## src/rtl/rate_synth.sv

```systemverilog
module rate_synth #(
  parameter int DIV_A = 2,
  parameter int DIV_B = 10,
  parameter int DIV_C = 50
) (
  input  logic        clk,
  input  logic        rst,
  input  logic [15:0] freq_bcd,
  input  logic        freq_load,
  output logic        win_end,
  output logic        tone_out
);
  localparam int WA = (DIV_A > 2) ? $clog2(DIV_A) : 1;
  localparam int WB = (DIV_B > 2) ? $clog2(DIV_B) : 1;
  localparam int WC = (DIV_C > 2) ? $clog2(DIV_C) : 1;
  localparam logic [WA-1:0] LAST_A = WA'(DIV_A - 1);
  localparam logic [WB-1:0] LAST_B = WB'(DIV_B - 1);
  localparam logic [WC-1:0] LAST_C = WC'(DIV_C - 1);
  localparam logic [WC-1:0] HALF_C = WC'(DIV_C / 2);

  logic          ph;
  logic [1:0]    s0;
  logic [3:0]    s1, s2, s3;
  logic [15:0]   hold_q, act_q;
  logic [WA-1:0] da;
  logic [WB-1:0] db;
  logic [WC-1:0] dc;
  logic          t0, t1, t2, t3, last_slot, rm_gate, rm_pulse, merged;

  function automatic logic slot_gate(input int s, input int d, input int k);
    return (((s * d) % k) + d) >= k;
  endfunction

  function automatic logic [15:0] clamp_word(input logic [15:0] w);
    logic [3:0] d3, d2, d1, d0;
    d3 = (w[15:12] > 4'd3) ? 4'd3 : w[15:12];
    d2 = (w[11:8]  > 4'd9) ? 4'd9 : w[11:8];
    d1 = (w[7:4]   > 4'd9) ? 4'd9 : w[7:4];
    d0 = (w[3:0]   > 4'd9) ? 4'd9 : w[3:0];
    return {d3, d2, d1, d0};
  endfunction

  assign t0 = (s0 == 2'd3);
  assign t1 = (s1 == 4'd9);
  assign t2 = (s2 == 4'd9);
  assign t3 = (s3 == 4'd9);
  assign last_slot = t0 & t1 & t2 & t3;

  always_comb begin
    if (!t0)      rm_gate = slot_gate(int'(s0), int'(act_q[15:12]), 3);
    else if (!t1) rm_gate = slot_gate(int'(s1), int'(act_q[11:8]), 9);
    else if (!t2) rm_gate = slot_gate(int'(s2), int'(act_q[7:4]), 9);
    else if (!t3) rm_gate = slot_gate(int'(s3), int'(act_q[3:0]), 9);
    else          rm_gate = 1'b0;
  end

  assign rm_pulse = ~ph & rm_gate;
  assign merged   = ph | rm_pulse;
  assign win_end  = ~ph & last_slot;
  assign tone_out = (dc >= HALF_C);

  always_ff @(posedge clk) begin
    if (rst) begin
      ph     <= 1'b0;
      s0     <= '0;
      s1     <= '0;
      s2     <= '0;
      s3     <= '0;
      hold_q <= '0;
      act_q  <= '0;
    end else begin
      ph <= ~ph;
      if (freq_load) hold_q <= clamp_word(freq_bcd);
      if (!ph) begin
        s0 <= t0 ? 2'd0 : s0 + 2'd1;
        if (t0)                s1 <= t1 ? 4'd0 : s1 + 4'd1;
        if (t0 && t1)          s2 <= t2 ? 4'd0 : s2 + 4'd1;
        if (t0 && t1 && t2)    s3 <= t3 ? 4'd0 : s3 + 4'd1;
        if (last_slot)         act_q <= hold_q;
      end
    end
  end

  always_ff @(posedge clk) begin
    if (rst) begin
      da <= '0;
      db <= '0;
      dc <= '0;
    end else if (merged) begin
      da <= (da == LAST_A) ? '0 : da + 1'b1;
      if (da == LAST_A) begin
        db <= (db == LAST_B) ? '0 : db + 1'b1;
        if (db == LAST_B) dc <= (dc == LAST_C) ? '0 : dc + 1'b1;
      end
    end
  end
endmodule


```

## config.mk

```make
export PLATFORM = sky130hd
export DESIGN_NAME = rate_synth
export DESIGN_NICKNAME = d
export VERILOG_FILES = /design/src/rtl/rate_synth.sv
export SDC_FILE = /design/constraint.sdc
export NUM_CORES = 1
export LEC_CHECK = 0
export BUFFER_PORTS_ARGS = -buffer_cell sky130_fd_sc_hd__buf_2
export CAP_MARGIN = 30
export CELL_PAD_IN_SITES_DETAIL_PLACEMENT = 0
export CELL_PAD_IN_SITES_GLOBAL_PLACEMENT = 1
export CORE_MARGIN = 3
export CORE_UTILIZATION = 40
export CTS_BUF_LIST = sky130_fd_sc_hd__clkbuf_8
export CTS_CLUSTER_SIZE = 12
export DETAILED_ROUTE_END_ITERATION = 16
export GPL_TIMING_DRIVEN = 0
export PLACE_DENSITY_LB_ADDON = 0.1
export SLEW_MARGIN = 20
export SYNTH_ARGS = -nofsm -noshare
export SYNTH_HDL_FRONTEND = slang
export SYNTH_SLANG_ARGS = --single-unit
```

## constraint.sdc

```tcl
create_clock -name clk -period 24.8 [get_ports clk]
set_input_delay 2.48 -clock clk [delete_from_list [all_inputs] [get_ports clk]]
set_output_delay 2.48 -clock clk [all_outputs]
set_load 0.02 [all_outputs]
```

==> metrics.md <==
| Metric | Value |
|---|---|
| Final Cell Area | `0.0121 sq mm` |
| Reg-to-Reg End | `dc[3]` |
| Area growth syn-to-layout | `6.38%` |
| First-pass GRT wire length | `53.2 mm` |
| Final-stage net count | `1690` |
| WP data arrival | `12.83 ns` |
| Crit path from | `s2[1]` |
| Crit-path most repeated cell | `ha_1` |
| Initial Utilization | `40.7%` |
| Hold Startpoint | `hold_q[14]` |
| Slowest CP cell | `nor3_1` |
| Synthesized net count | `1660` |
| CP max FO | `10` |
| Post-detail-place hpwl | `25.3 mm` |
| Register area share after synthesis | `10.2%` |
| Post-CTS Setup Bufs | `0` |
| Ant. Diodes | `0` |
| Setup Crit Path Kind | `flop to flop` |
| #FFs+latches synth | `58` |
| First-pass DRT Iterations | `5` |
| CTS clk-pin slew, worst paths | `0.06 ns` |
| Cell row count | `61` |
| Post_cts resized | `0` |
| Setup Skew | `0.00653 ns` |
| Post-Syn Instances | `1541` |
| Initial DRC Count | `799` |
| I/O pin count | `21` |
| Hold path depth | `2` |
| Storage element area | `0.00116 sq mm` |
| Post-synth top area cell | `dfxtp_1` |
| RSZ-0062 raised after global routing | `no` |
| Hold Vio Cnt, Final | `0` |
| CTS tree | `done` |
| Routed wire length | `31.7 mm` |
| Final ANT Viol Nets | `0` |
| Initial antenna violation count | `0` |
| Placed Area | `0.0119 sq mm` |
| Die area | `0.0305 sq mm` |
| Yosys top cell area share | `10.2%` |
| Core area | `0.0279 sq mm` |
| Slew @ Worst Pin | `0.954 ns` |
| Number of H-tree levels | `3` |
| IO Port Bufs | `18` |
| Clk Latency, worst-skew pair | `0.34 ns` |
| Max-cap violations | `0` |
| Synth Warn # | `0` |
| Cts hold-fix bufs | `0` |
| Worst min path class | `flop to flop` |
| Cts bufs inserted | `9` |
| Critical Path RT | `25.03 ns` |
| Pwr/cell area | `15.0 mW/mm^2` |
| Post-Syn Area per Cell | `7.38 sq um` |
| Synth top area cells | `dfxtp_1 10%, ha_1 9.1%, nand2_1 5.2%` |
| # setup viols final | `0` |
| Vias in the first global route | `10.6k` |
| Die width | `175 um` |
| R2R Setup Slk | `12.20 ns` |
| Setup TNS | `0 ns` |
| Clock Path Buffers | `2` |
| # clock sinks | `58` |
| Slew Viols, Final | `0` |
| Worst slew margin | `35.9%` |
| Total global routing overflow | `0` |
| Post-Syn Area | `0.0114 sq mm` |
| Vias per cell | `5.88` |
| Static Leakage | `4.90 nW` |
| Area occupied by multi-input gates | `0.00967 sq mm` |
| DR WL/cell | `16.3 um` |
| Hold endpoint | `act_q[14]` |
| Post-synth ARST share | `0%` |
| Drc violations | `0` |
| Minimum clock period after layout | `12.60 ns` |
| Placer congestion estimate | `0.865` |
| Synth unique cells | `129` |
| Clk root buf | `clkbuf_8` |
| Finished Core Util | `43.3%` |
| CP peak stage delay | `0.68 ns` |
| Number of synthesized flops with an enable pin | `0` |
| R2r worst-path depth | `48` |
| Fill cells | `3029` |
| Tcrit/Tclk final | `50.8%` |
| Worst r2r src | `s2[1]` |
| Worst IR Drop VDD | `24.1 uV` |
| Critical Path Sink Type | `flop` |
| Status | `complete, no violations` |
| Top achievable clock speed | `79.4 MHz` |
| Largest net degree at the start of global routing | `11` |
| Main flop type after synthesis | `dfxtp_1` |
| Chip height | `175 um` |
| Layout cells sized above 1 | `9.78%` |
| Worst Setup Start Kind | `flop` |
| Vias after detailed routing | `11.5k` |
| Total track usage | `20.4%` |
-- through the flow --
stage               std cells  setup slack [ns]  hold WS (ns)  power (mW)
global route             1952             11.08         0.474       0.191
finish                   1952             12.20         0.453       0.181
detailed placement       1937             12.27         0.446       0.111
CTS                      1951             12.24         0.454       0.184
global placement         1937             12.29         0.442       0.110
floorplan                1541             14.01         0.432       0.106
-- power breakdown --
group          switching (mW)  internal (mW)
clock network          0.0356         0.0370
logic                 0.00679        0.00441
registers             0.00178         0.0955
total                  0.0442          0.137
-- flip-flops by register name, indices dropped and copies added (netlist names) --
signal,count
act_q,16
da,1
db,4
dc,6
hold_q,16
ph,1
s0,2
s1,4
s2,4
s3,4
-- cell usage in the layout, fill, tap and decap left out, types with 11 or more instances in the layout --
cell	instances
o211ai_1	27
nand2b_1	30
nand3_1	43
nor2b_1	22
and3_1	16
a21o_1	23
xnor2_1	54
o21ai_1	15
o21a_1	22
a21oi_1	106
and2_1	59
clkbuf_1	40
xor2_1	24
nor3_1	64
mux2i_1	23
o31ai_1	15
fa_1	17
ha_1	83
o21ai_0	63
nand3b_1	12
a211oi_1	25
buf_2	28
a31oi_1	23
o221ai_1	12
dfxtp_1	58
nor3b_1	14
or3_1	15
nor4_1	11
inv_1	62
nor2_1	128
nand2_1	156
-- cell type report --
| cell class | instances | share of cell area, % |
|---|---|---|
| Sequential cell | 58 | 9.60 |
| Inverter | 67 | 2.12 |
| Multi-Input combinational cell | 1356 | 80.0 |
| Timing Repair Buffer | 19 | 0.786 |
| Clock buffer | 10 | 1.14 |
| Buffer | 60 | 2.31 |
| Tap cell | 378 | 3.91 |
| Clock inverter | 4 | 0.166 |
-- per-layer routing --
| layer | up-vias | track usage (%) | wire length (um) |
|---|---|---|---|
| met5 | - | 0 | 0 |
| met4 | 0 | 2.93 | 372 |
| met3 | 27 | 2.41 | 1040 |
| met2 | 231 | 32.1 | 13900 |
| met1 | 5385 | 30.5 | 16400 |
| li1 | 5840 | - | - |
-- worst max path at each step --
| stage | end | slack, ns | cells past startpoint |
|---|---|---|---|
| 2_1_floorplan | dc[3] | 14.01 | 48 |
| 3_3_place_gp | dc[3] | 12.29 | 48 |
| 3_5_place_dp | dc[3] | 12.27 | 48 |
| 4_1_cts | dc[3] | 12.24 | 48 |
| 5_1_grt | dc[2] | 11.08 | 48 |
| 6_report | dc[3] | 12.20 | 48 |
-- worst max-delay path, delay by kind of cell, from the launching register on --
kind / cells / cell delay (ns)
AND/OR/NAND/NOR: 17 / 4.63
AO/OA/AOI/OAI: 13 / 3.12
adder cells (fa/ha/maj): 7 / 2.67
buffers and inverters: 7 / 1.19
XOR/XNOR: 4 / 0.47
flip-flops: 1 / 0.34
-- logic make-up (layout without fill, tap and decap cells) --
family	after synthesis	after routing	share of synthesized area [%]
multiplexers	30	30	2.72
buffers and inverters	127	160	4.71
AND/OR/NAND/NOR	652	652	31.1
flip-flops	58	58	10.2
adder cells (fa/ha/maj)	101	101	12.2
XOR/XNOR	79	79	6.15
AO/OA/AOI/OAI	494	494	32.9
-- cells in the mapped netlist, types with 17 or more instances --
library cell    n
a31oi_1        23
xor2_1         24
fa_1           17
nor3_1         64
a211oi_1       25
inv_1          62
nand3_1        43
mux2i_1        23
nor2b_1        22
a21oi_1       106
o21a_1         22
o21ai_0        63
a21o_1         23
and2_1         59
dfxtp_1        58
nand2b_1       30
xnor2_1        54
ha_1           83
nor2_1        128
nand2_1       156
o211ai_1       27
clkbuf_1       40
Power figures use the tool's default switching activity.
